### config.mk
export PLATFORM = sky130hd
export DESIGN_NAME = sir_ctrl
export DESIGN_NICKNAME = d
export VERILOG_FILES = /design/src/rtl/sir_pkg.sv /design/src/rtl/sir_sync.sv /design/src/rtl/sir_xchg.sv /design/src/rtl/sir_status.sv /design/src/rtl/sir_ctrl.sv
export SDC_FILE = /design/constraint.sdc
export NUM_CORES = 1
export LEC_CHECK = 0
export CAP_MARGIN = 20
export CELL_PAD_IN_SITES_DETAIL_PLACEMENT = 1
export CELL_PAD_IN_SITES_GLOBAL_PLACEMENT = 1
export CORE_MARGIN = 3
export CORE_UTILIZATION = 27
export CTS_BUF_LIST = sky130_fd_sc_hd__clkbuf_4
export DETAILED_ROUTE_END_ITERATION = 10
export GPL_ROUTABILITY_DRIVEN = 1
export PLACE_DENSITY = 0.77
export SLEW_MARGIN = 15
export SYNTH_ARGS = -nofsm -noshare
export SYNTH_HDL_FRONTEND = slang
export SYNTH_SLANG_ARGS = --single-unit
### constraint.sdc
create_clock -name clk -period 2.9 [get_ports clk]
set_input_delay 0.725 -clock clk [delete_from_list [all_inputs] [get_ports clk]]
set_output_delay 0.725 -clock clk [all_outputs]
set_load 0.05 [all_outputs]
### src/rtl/sir_pkg.sv
package sir_pkg;

    localparam int ADDR_W = 16;
    localparam int PAGE_W = 12;
    localparam int SR_W   = 8;
    localparam int UF_W   = 3;
    localparam int SEL_W  = 2;

    // status bit positions (other blocks decode these)
    localparam int SR_CY = 7;
    localparam int SR_OV = 6;
    localparam int SR_SB = 5;
    localparam int SR_SA = 4;
    localparam int SR_IE = 3;

    localparam logic [SEL_W-1:0] IRQ_PTR = SEL_W'(3);

    typedef logic [ADDR_W-1:0] addr_t;
    typedef logic [SR_W-1:0]   sr_t;

    typedef struct packed {
        addr_t new_pc;
        addr_t new_ptr;
    } xchg_t;

    // step an address by one inside its page, keeping the page bits
    function automatic addr_t page_step(input addr_t a, input logic dec);
        logic [PAGE_W-1:0] lo;
        lo = a[PAGE_W-1:0];
        lo = dec ? lo - 1'b1 : lo + 1'b1;
        return {a[ADDR_W-1:PAGE_W], lo};
    endfunction

endpackage

### src/rtl/sir_sync.sv
module sir_sync #(
    parameter int W      = 2,
    parameter int STAGES = 2
) (
    input  logic         clk,
    input  logic         rst,
    input  logic [W-1:0] d,
    output logic [W-1:0] q
);
    logic [W-1:0] stage [STAGES];

    always_ff @(posedge clk) begin
        if (rst) stage[0] <= '0;
        else     stage[0] <= d;
    end

    generate
        for (genvar g = 1; g < STAGES; g++) begin : g_chain
            always_ff @(posedge clk) begin
                if (rst) stage[g] <= '0;
                else     stage[g] <= stage[g-1];
            end
        end
    endgenerate

    assign q = stage[STAGES-1];
endmodule

### src/rtl/sir_xchg.sv
module sir_xchg
    import sir_pkg::*;
(
    input  addr_t pc_cur,
    input  addr_t ptr_cur,
    output xchg_t res
);
    always_comb begin
        res.new_ptr = page_step(pc_cur, 1'b1);
        res.new_pc  = page_step(ptr_cur, 1'b0);
    end
endmodule

### src/rtl/sir_status.sv
module sir_status
    import sir_pkg::*;
(
    input  logic            clk,
    input  logic            rst,
    input  logic            op_clr_link,
    input  logic            op_set_link,
    input  logic            op_int_on,
    input  logic            op_int_off,
    input  logic            op_sr_to_ac,
    input  logic            op_ac_to_sr,
    input  logic            irq_clear,
    input  logic            sa_s,
    input  logic            sb_s,
    input  logic [SR_W-1:0] ac_in,
    output sr_t             sr,
    output logic [SR_W-1:0] ac_out,
    output logic            ac_we
);
    sr_t sr_q;
    sr_t sampled;

    always_comb begin
        sampled        = sr_q;
        sampled[SR_SB] = sb_s;
        sampled[SR_SA] = sa_s;
    end

    always_ff @(posedge clk) begin
        if (rst) begin
            sr_q   <= '0;
            ac_out <= '0;
            ac_we  <= 1'b0;
        end else begin
            ac_we <= op_sr_to_ac;
            if (op_sr_to_ac) ac_out <= sampled;

            if (op_ac_to_sr)      sr_q        <= ac_in;
            else if (op_sr_to_ac) sr_q        <= sampled;
            else if (op_clr_link) sr_q[SR_CY] <= 1'b0;
            else if (op_set_link) sr_q[SR_CY] <= 1'b1;
            else if (op_int_on)   sr_q[SR_IE] <= 1'b1;
            else if (op_int_off)  sr_q[SR_IE] <= 1'b0;

            if (irq_clear) sr_q[SR_IE] <= 1'b0;
        end
    end

    assign sr = sr_q;
endmodule

### src/rtl/sir_ctrl.sv
module sir_ctrl
    import sir_pkg::*;
#(
    parameter int SYNC_STAGES = 2
) (
    input  logic              clk,
    input  logic              rst,
    input  logic              fetch_req,
    input  logic              op_clr_link,
    input  logic              op_set_link,
    input  logic              op_int_on,
    input  logic              op_int_off,
    input  logic              op_sr_to_ac,
    input  logic              op_ac_to_sr,
    input  logic              op_xch,
    input  logic [SEL_W-1:0]  xch_sel,
    input  logic              sense_a,
    input  logic              sense_b,
    input  logic [SR_W-1:0]   ac_in,
    input  logic [ADDR_W-1:0] pc_in,
    input  logic [ADDR_W-1:0] p3_in,
    input  logic [ADDR_W-1:0] xch_ptr_in,
    output logic [SR_W-1:0]   sr_out,
    output logic [UF_W-1:0]   flag_out,
    output logic [SR_W-1:0]   ac_out,
    output logic              ac_we,
    output logic [ADDR_W-1:0] pc_out,
    output logic              pc_we,
    output logic [ADDR_W-1:0] ptr_out,
    output logic              ptr_we,
    output logic [SEL_W-1:0]  ptr_sel_out,
    output logic              irq_taken
);
    logic [1:0] sense_s;
    sr_t        sr;
    logic       irq_fire;
    logic       do_xchg;
    addr_t      xchg_src;
    xchg_t      xres;

    sir_sync #(.W(2), .STAGES(SYNC_STAGES)) u_sync (
        .clk (clk),
        .rst (rst),
        .d   ({sense_b, sense_a}),
        .q   (sense_s)
    );

    // detection is held off while the previous take is still on the outputs
    assign irq_fire = fetch_req & sr[SR_IE] & sense_s[0] & ~irq_taken;
    assign do_xchg  = irq_fire | op_xch;
    assign xchg_src = irq_fire ? p3_in : xch_ptr_in;

    sir_status u_status (
        .clk         (clk),
        .rst         (rst),
        .op_clr_link (op_clr_link),
        .op_set_link (op_set_link),
        .op_int_on   (op_int_on),
        .op_int_off  (op_int_off),
        .op_sr_to_ac (op_sr_to_ac),
        .op_ac_to_sr (op_ac_to_sr),
        .irq_clear   (irq_fire),
        .sa_s        (sense_s[0]),
        .sb_s        (sense_s[1]),
        .ac_in       (ac_in),
        .sr          (sr),
        .ac_out      (ac_out),
        .ac_we       (ac_we)
    );

    sir_xchg u_xchg (
        .pc_cur  (pc_in),
        .ptr_cur (xchg_src),
        .res     (xres)
    );

    always_ff @(posedge clk) begin
        if (rst) begin
            irq_taken   <= 1'b0;
            pc_we       <= 1'b0;
            ptr_we      <= 1'b0;
            pc_out      <= '0;
            ptr_out     <= '0;
            ptr_sel_out <= '0;
        end else begin
            irq_taken <= irq_fire;
            pc_we     <= do_xchg;
            ptr_we    <= do_xchg;
            if (do_xchg) begin
                pc_out      <= xres.new_pc;
                ptr_out     <= xres.new_ptr;
                ptr_sel_out <= irq_fire ? IRQ_PTR : xch_sel;
            end
        end
    end

    assign sr_out   = sr;
    assign flag_out = sr[UF_W-1:0];
endmodule

# ---- After elaboration in Yosys (flattened, before gate mapping)
# Memories as Yosys holds them, arrays and structs flattened.
# Index checks and enable logic that the tools add are counted.
dict set report classes {
  n_addsub 2
  eq_ne 3
  mux 17
  bitwise_logic 7
  reduce_logical 6
}
# cell n
set ops {}
lappend ops {{2-to-1 mux 16 bit} 1}
lappend ops {{adder 12 x 1 -> 12 bit, second input constant} 1}
lappend ops {{subtractor 12 x 1 -> 12 bit, second input constant} 1}
lappend ops {{2-to-1 mux 1 bit} 11}
lappend ops {{2-to-1 mux 2 bit} 4}
lappend ops {{2-to-1 mux 8 bit} 1}
lappend ops {{inequality test 2 x 1 -> 1 bit, second input constant} 3}
lappend ops {{nonzero test 3 bit} 2}
lappend ops {{AND reduction 4 bit} 1}
lappend ops {{bitwise AND 1 bit} 3}
lappend ops {{bitwise OR 1 bit} 3}
lappend ops {{AND reduction 2 bit} 1}
lappend ops {{nonzero test 2 bit} 1}
lappend ops {{OR reduction 2 bit} 1}
lappend ops {{NOT 1 bit} 1}
dict set report word_totals {
  word_cells 48
  inputBits 70
  reg_bits 53
  ramBits 4
  out_inout_bits 57
  mem_count 1
}
# name words width read_ports rd_clocked_by_memory_dff write_ports line_no
set memory_table {}
lappend memory_table {u_sync.stage 2 2 2 0 2 sir_sync.sv:10} ;# logic [W-1:0] stage [STAGES];

# ---- Logic depth before layout (Yosys ltp)
# Gate-level depths: netlist (run 1).
dict set report depth {
  ltp_word 6
  ltp_mapped 11
  mapped_depth_nobuf 8
}

# ---- Cells and area by module
# From an unflattened synthesis (run 1), not the netlist that was laid out.
dict set report hier_totals {
  hier_cells 355
  area_unflattened_um2 2892.8
}
# module cells_per_inst area_each_um2 seq_area_each_um2 n_inst
set by_module_without_submodules {}
lappend by_module_without_submodules {sir_ctrl 214 1652.8 720.7 1}
lappend by_module_without_submodules {sir_status 65 670.6 340.3 1}
lappend by_module_without_submodules {sir_xchg 68 464.2 0.0 1}
lappend by_module_without_submodules {sir_sync 8 105.1 80.1 1}

# ---- Worst setup path after synthesis (run 1)
# Ideal clock, no wire load.
dict set report synth_path {
  path_kind {input to register}
  start {input port fetch_req}
  end {register pc_out[8]}
  required_ps 2809
  n_path_buf 3
  setup_time_ps 91
  path_stages 11
  t_arrival_ps 3017
  slack_ps -208
  path_cell_list {nand4b_1 clkbuf_1 clkbuf_1 clkbuf_1 nand2_1 nand2_1 ha_1 nand2_1 nor4_1 o21ai_0 a311oi_1}
}
dict set report synth_between {
  elab_chain_len 5
  elab_cells_between_ends 6
  classes_between {add/sub: 1; mux: 1; bitwise: 4}
}
# item line_no
set synth_rtl {}
lappend synth_rtl {{start, declared} sir_ctrl.sv:8} ;# input logic fetch_req,
lappend synth_rtl {{bitwise AND 1 bit * (3 in a row)} sir_ctrl.sv:49} ;# assign irq_fire = fetch_req & sr[SR_IE] & sense_s[0] & ~irq_taken;
lappend synth_rtl {{2-to-1 mux 16 bit} sir_ctrl.sv:51} ;# assign xchg_src = irq_fire ? p3_in : xch_ptr_in;
lappend synth_rtl {{adder 12 x 1 -> 12 bit} sir_pkg.sv:30} ;# lo = dec ? lo - 1'b1 : lo + 1'b1;
lappend synth_rtl {{end signal, assigned} sir_ctrl.sv:90} ;# pc_out <= xres.new_pc;
lappend synth_rtl {{end, declared} sir_ctrl.sv:27} ;# output logic [ADDR_W-1:0] pc_out,
# Every way passes the cells marked *; elsewhere a longest branch is shown, timed or not.
# A chain may end at the register's enable or synchronous reset.

# ---- Final worst setup path (run 1)
# Same ends and word-level chain as after synthesis.

==> metrics.cfg, run 1 <==
[synth]
ys_types = 40
ys_ff_latch = 57
ys.flop_type = dfxtp_1
synth_nets = 387
synth_area_mm2 = 0.00269
avgSynthCellArea_um2 = 8.54
synth-edff-count = 0
yosys_warnings = 0
yosysSeqAreaShare_pct = 42.4
synthCells = 315
ys_async_sr_fraction_pct = 0

[die]
die_area_mm2 = 0.0112
start_util_pct = 28.4
num_rows = 35
fp.dieW_um = 106
io_pins = 127
core_mm2 = 0.00946
die_h_um = 106

[hold_path]
hp-class = reg2reg
worst_hold_startpoint = u_sync.stage[0][0]$_SDFF_PP0_
hold_depth = 1
min_to = u_sync.stage[1][0]$_SDFF_PP0_

[critical_path]
worst-endpoint-arrival_ps = 2960
cp.required_ps = 3210
rr_startpoint = u_status.sr[3]$_SDFFE_PP0P_
reg2reg_to = pc_out[8]$_SDFFE_PP0P_
path_buf_inv = 3
cp_top_family = buffers and inverters
ff2ff_setup_slack_ps = 580
endpoint_kind = flip-flop
slowest_stage = clkdlybuf4s50_1
cpPeakStageDelay_ps = 490
cp_cell_sequence = clkdlybuf4s50_1 > and4b_1 > buf_4 > nand2_1 > nand2_1 > ha_1 > nand4_1 > nor3_1 > buf_4 > o21ai_0 > a311oi_1
critPathKind = in2reg
rr_worst_depth = 10
worst_setup_path_start_kind = input pin
crit_fanout = 13

[timing]
slew_violations = 0
slew_headroom_pct = 62.8
skew_ps = 9.79
holdWs_ps = 446
setup_tns_ps = 0
tightest_slew_ps = 556
fmax_mhz = 378
rsz0062_at_grt = false
fin_crit_sh_pct = 91.3
finalSetupViolCount = 0
finalHoldViolations = 0
fin_crit_ps = 2650

[drt]
drt_iter0_drc = 42
routed_wl_um = 9380
ant_nets = 0
first_pass_iters = 4
drc = 0
via_per_inst = 4.90
drt-wirelength-per-cell_um = 16.0
vias = 2868

[global_route]
grt_first_pass_wirelength_um = 15300
grt_pass1_vias = 3062
antenna_found_initial = 0
grt-ovfl-total = 0
grt_max_degree = 28
grt_use_total_pct = 17.1

[cts]
cts-root-buf = clkbuf_4
cts_tree = yes
htree_levels = 3
ctsHoldBuffers = 0
postCtsSetupBuffers = 0
clk_pin_slew_worst_paths_ps = 100
clock-sinks = 57
clock_path_buffers = 2
ctsResizeCount = 0
clk_latency_ps = 390
cts_buffers = 9

[placed_design]
hpwl_um = 7230
gp_congestion = 0.861
port_buffers = 126

[finish]
multi_input_area_mm2 = 0.00143
diodes = 0
nets = 523
fillers = 1134
area_delta_synth_final_pct = 61.1
drive_gt1_share_pct = 9.43
final_core_util_pct = 45.8
seqCellArea_mm2 = 0.00114

[run]
cap_violations = 0

[pwr]
power_leakage_nw = 1.67
irDropWorstVdd_mv = 0.193
p_per_area_mw_per_mm2 = 480

[run_status]
status = finished clean

-- per-layer routing --
layer / wire length [um] / track usage, % / vias up
met5: 0 / 0 / -
met4: 219 / 6.75 / 0
met3: 617 / 4.78 / 15
met2: 4800 / 30.4 / 93
met1: 3750 / 19.2 / 1354
li1: - / - / 1406
-- worst max path at each step --
stage,slack (ps),cells after the start,from,to
after CTS,320,11,fetch_req,pc_out[8]$_SDFFE_PP0P_
final,250,11,fetch_req,pc_out[8]$_SDFFE_PP0P_
after floorplan,60,11,u_status.sr[3]$_SDFFE_PP0P_,pc_out[8]$_SDFFE_PP0P_
after global placement,20,8,fetch_req,pc_out[8]$_SDFFE_PP0P_
after global routing,110,11,fetch_req,pc_out[6]$_SDFFE_PP0P_
after detailed placement,-40,8,fetch_req,pc_out[8]$_SDFFE_PP0P_
-- where the power goes --
| group | leakage (nW) | internal [W] | switching [W] |
|---|---|---|---|
| Combinational | 1.11 | 0.000228 | 0.000315 |
| Clock | 0.0831 | 0.000368 | 0.000312 |
| Sequential | 0.471 | 0.000830 | 0.0000269 |
-- kinds of logic after synthesis --
| group | share of synthesized area (%) |
|---|---|
| AOI/OAI and AO/OA | 15.8 |
| xor gates and xnor gates | 2.93 |
| and+or+nand+nor | 22.1 |
| DFF | 42.4 |
| adders and majority gates | 0.931 |
| buffers and inverters | 4.51 |
| muxes | 11.3 |
-- per-stage QoR --
stage / cells / total power (W) / instance area, um2 / setup WS, ps
after floorplan: 315 / 0.00117 / 2700 / 64.8
after global placement: 569 / 0.00141 / 4170 / 17.2
after detailed placement: 569 / 0.00142 / 4170 / -44.4
after CTS: 585 / 0.00211 / 4330 / 323
after global routing: 585 / 0.00218 / 4330 / 114
final: 585 / 0.00208 / 4330 / 253
-- cell type report --
class,instances,share of cell area (%)
clock buffers,11,1.91
clock inverters,5,1.85
inverters,7,0.607
multi-input cells,230,33.1
flip-flops and latches,57,26.4
well taps,129,3.73
repair buffers,146,32.5
-- state kept, by name (all words and copies together) (netlist names) --
name,flops
irq_taken,1
u_sync.stage,4
ptr_we,1
ptr_sel_out,2
u_status.sr,8
u_status.ac_we,1
ptr_out,16
u_status.ac_out,8
pc_out,16
-- worst reg2reg max path, delay by kind of cell (launching register included) --
| family | cells | cell delay (ps) |
|---|---|---|
| AO/OA/AOI/OAI | 2 | 310 |
| AND/OR/NAND/NOR | 5 | 850 |
| adder cells (fa/ha/maj) | 1 | 220 |
| buffers and inverters | 2 | 390 |
| flip-flops | 1 | 460 |
-- cells in the mapped netlist (2+ instances only) --
library cell	n	share of area, %
a2111oi_0	2	0.65
a211oi_1	14	3.9
a21oi_1	13	2.4
a311oi_1	6	2.0
a31oi_1	3	0.70
buf_4	4	1.1
clkbuf_1	15	2.1
dfxtp_1	57	42
ha_1	2	0.93
inv_1	7	0.98
mux2_2	2	0.84
mux2i_1	28	10
nand2_1	34	4.7
nand2b_1	2	0.47
nand3_1	7	1.3
nand3b_1	2	0.56
nand4_1	3	0.70
nor2_1	47	6.6
nor2b_1	5	1.2
nor3_1	9	1.7
nor4_1	5	1.2
o2111ai_1	2	0.65
o211ai_1	3	0.84
o21a_1	5	1.4
o21ai_0	7	1.3
o22ai_1	2	0.47
o31ai_1	2	0.56
or3_1	5	1.2
or4_1	3	0.84
xnor2_1	9	2.9
-- placed cells by master, fill, tap and decap left out, types with 3 or more instances in the layout --
cell type        synthesis  layout
nand3_1                  7       7
nor2_1                  47      47
xnor2_1                  9       9
nor4_1                   5       4
nor2b_1                  5       5
or3_1                    5       5
o21a_1                   5       5
a21oi_1                 13      13
a31oi_1                  3       3
dfxtp_1                 57      57
nand4_1                  3       3
buf_4                    4      20
a211oi_1                14      14
mux2i_1                 28      28
o211ai_1                 3       3
o21ai_0                  7       7
a311oi_1                 6       6
clkdlybuf4s50_1          0     125
nand2_1                 34      34
clkbuf_4                 0      11
nor3_1                   9       9
or4_1                    3       3
inv_1                    7       7
Note: power is estimated with default switching activity, not from simulation.
==> run 2, diff against run 1 <==
--- a/config.mk
+++ b/config.mk
@@ -8,12 +8,13 @@
 export CAP_MARGIN = 20
 export CELL_PAD_IN_SITES_DETAIL_PLACEMENT = 1
 export CELL_PAD_IN_SITES_GLOBAL_PLACEMENT = 1
+export CORE_ASPECT_RATIO = 0.6
 export CORE_MARGIN = 3
 export CORE_UTILIZATION = 27
 export CTS_BUF_LIST = sky130_fd_sc_hd__clkbuf_4
 export DETAILED_ROUTE_END_ITERATION = 10
 export GPL_ROUTABILITY_DRIVEN = 1
-export PLACE_DENSITY = 0.77
+export PLACE_DENSITY = 0.88
 export SLEW_MARGIN = 15
 export SYNTH_ARGS = -nofsm -noshare
 export SYNTH_HDL_FRONTEND = slang
==> metrics.cfg, run 2 (synthesis gave the netlist of run 1 again) <==
[drt]
first_pass_iters = 4  ; unchanged
drc = 0  ; unchanged
dr_wl_met3_um = 830  ; was 617 um
routed_wl_um = 10400  ; was 9380 um
via_per_inst = 4.97  ; was 4.90
drt_iter0_drc = 118  ; was 42
drt-wirelength-per-cell_um = 17.8  ; was 16.0 um
ant_nets = 0  ; unchanged
vias = 2905  ; was 2868
drt-met1-wl_um = 4720  ; was 3750 um
top_layer = met4  ; unchanged
route.met2.wl_um = 4760  ; was 4800 um

[timing]
rsz0062_at_grt = false  ; unchanged
fmax_mhz = 368  ; was 378 MHz
slew_violations = 0  ; unchanged
skew_ps = 15.3  ; was 9.79 ps
tightest_slew_ps = 648  ; was 556 ps
fin_crit_sh_pct = 93.8  ; was 91.3%
timing.final.ws_setup_ps = 180  ; was 253 ps
holdWs_ps = 450  ; was 446 ps
finalHoldViolations = 0  ; unchanged
finalSetupViolCount = 0  ; unchanged
slew_headroom_pct = 56.7  ; was 62.8%
fin_crit_ps = 2720  ; was 2650 ps

[cts]
clk_latency_ps = 400  ; was 390 ps
clk_pin_slew_worst_paths_ps = 110  ; was 100 ps
postCtsSetupBuffers = 0  ; unchanged
ctsResizeCount = 0  ; unchanged
ctsHoldBuffers = 0  ; unchanged
clock_path_buffers = 2  ; unchanged
clock-sinks = 57  ; unchanged
cts_tree = yes  ; unchanged
cts-root-buf = clkbuf_4  ; unchanged
htree_levels = 3  ; unchanged
cts_buffers = 9  ; unchanged

[run_status]
status = finished clean  ; unchanged

[die]
io_pins = 127  ; unchanged
start_util_pct = 28.5  ; was 28.4%
die_area_mm2 = 0.0112  ; about the same
fp.dieW_um = 135  ; was 106 um
die_h_um = 83.3  ; was 106 um
num_rows = 27  ; was 35
core_mm2 = 0.00943  ; was 0.00946 mm2

[placed_design]
dp.cells = 568  ; was 569
placed_area_mm2 = 0.00417  ; about the same
preCtsSetupSlack_ps = -143  ; was -44.4 ps
gp_congestion = 0.832  ; was 0.861
hpwl_um = 8070  ; was 7230 um
port_buffers = 126  ; unchanged

[pwr]
power_w = 0.00207  ; was 0.00208 W
power_leakage_nw = 1.67  ; about the same
p_per_area_mw_per_mm2 = 479  ; was 480 mW/mm2
irDropWorstVdd_mv = 0.201  ; was 0.193 mV

[global_route]
grt-ovfl-total = 0  ; unchanged
grt_first_pass_wirelength_um = 16900  ; was 15300 um
grt_max_degree = 36  ; was 28
grt_pass1_vias = 3211  ; was 3062
antenna_found_initial = 1  ; was 0
grt_use_total_pct = 19.0  ; was 17.1%

[finish]
nets = 521  ; was 523
final_cell_area_mm2 = 0.00433  ; about the same
area_delta_synth_final_pct = 60.9  ; was 61.1%
layout_common_cells = 125 x clkdlybuf4s50_1, 57 x dfxtp_1, 47 x nor2_1, 34 x nand2_1, 28 x mux2i_1  ; unchanged
drive_gt1_share_pct = 8.81  ; was 9.43%
final_cells = 585  ; unchanged
final_common_cell = clkdlybuf4s50_1  ; unchanged
top_regs = pc_out x16, ptr_out x16  ; unchanged

[critical_path]
crit_fanout = 13  ; unchanged
critPathKind = in2reg  ; unchanged
rr_startpoint = u_status.sr[3]$_SDFFE_PP0P_  ; unchanged
cpPeakStageDelay_ps = 480  ; was 490 ps
endpoint_kind = flip-flop  ; unchanged
worst_setup_path_start_kind = input pin  ; unchanged
cp_top_family = buffers and inverters  ; unchanged
cp.required_ps = 3200  ; was 3210 ps
path_buf_inv = 3  ; unchanged
worst-endpoint-arrival_ps = 3020  ; was 2960 ps
cp_cell_sequence = clkdlybuf4s50_1 > and4b_1 > buf_4 > nand2_1 > nand2_1 > ha_1 > nand4_1 > nor3_1 > buf_4 > o21ai_0 > a311oi_1  ; unchanged
crit_start = fetch_req  ; unchanged
slowest_stage = clkdlybuf4s50_1  ; unchanged

[run]
cap_violations = 0  ; unchanged

[hold_path]
worst_hold_startpoint = u_sync.stage[0][1]$_SDFF_PP0_  ; was u_sync.stage[0][0]$_SDFF_PP0_
hp-class = reg2reg  ; unchanged

-- run 2: changes by cell type in the layout (fill, tap and decap cells not counted), sizes merged --
cell | previous run | this run
clkinv | 1 | 4
buf | 21 | 19
clkinvlp | 2 | 0
clkbuf | 11 | 10
diode | 0 | 1
-- run 2: where the power goes --
group | internal (W) | switching (W) | leakage (nW)
registers | 0.000830 | 0.0000285 | 0.471
logic | 0.000231 | 0.000322 | 1.11
clock network | 0.000355 | 0.000307 | 0.0878
total | 0.00142 | 0.000658 | 1.67
-- run 2: final cells by class --
class                           count  area, um2
Clock buffer                       10       75.1
Timing Repair Buffer              144       1400
Inverter                            7       26.3
Multi-Input combinational cell    230       1430
Antenna cell                        1       2.50
Clock inverter                      6       82.6
Sequential cell                    57       1140
Fill cell                        1091       5100
Tap cell                          130        163
-- run 2: per-stage QoR --
stage	TNS (ps)	utilization, %
2_1_floorplan	0	-
3_3_place_gp	0	44.2
3_5_place_dp	-173	44.2
4_1_cts	0	45.9
5_1_grt	0	45.9
6_report	0	45.9
-- run 2: routing by layer --
layer  up-vias  global-route usage [%]
li1       1401                       -
met1      1393                    24.3
met2       101                    30.4
met3        10                    7.26
met4         0                    4.16
met5         -                       0
-- run 2: final timing paths --
path                                                 endpoint  slack (ps)  cells after the start
worst max-delay path                   pc_out[8]$_SDFFE_PP0P_         180                     11
worst max register to register         pc_out[8]$_SDFFE_PP0P_         550                     10
worst min register to register  u_sync.stage[1][1]$_SDFF_PP0_         450                      1
worst min-delay path            u_sync.stage[1][1]$_SDFF_PP0_         450                      1
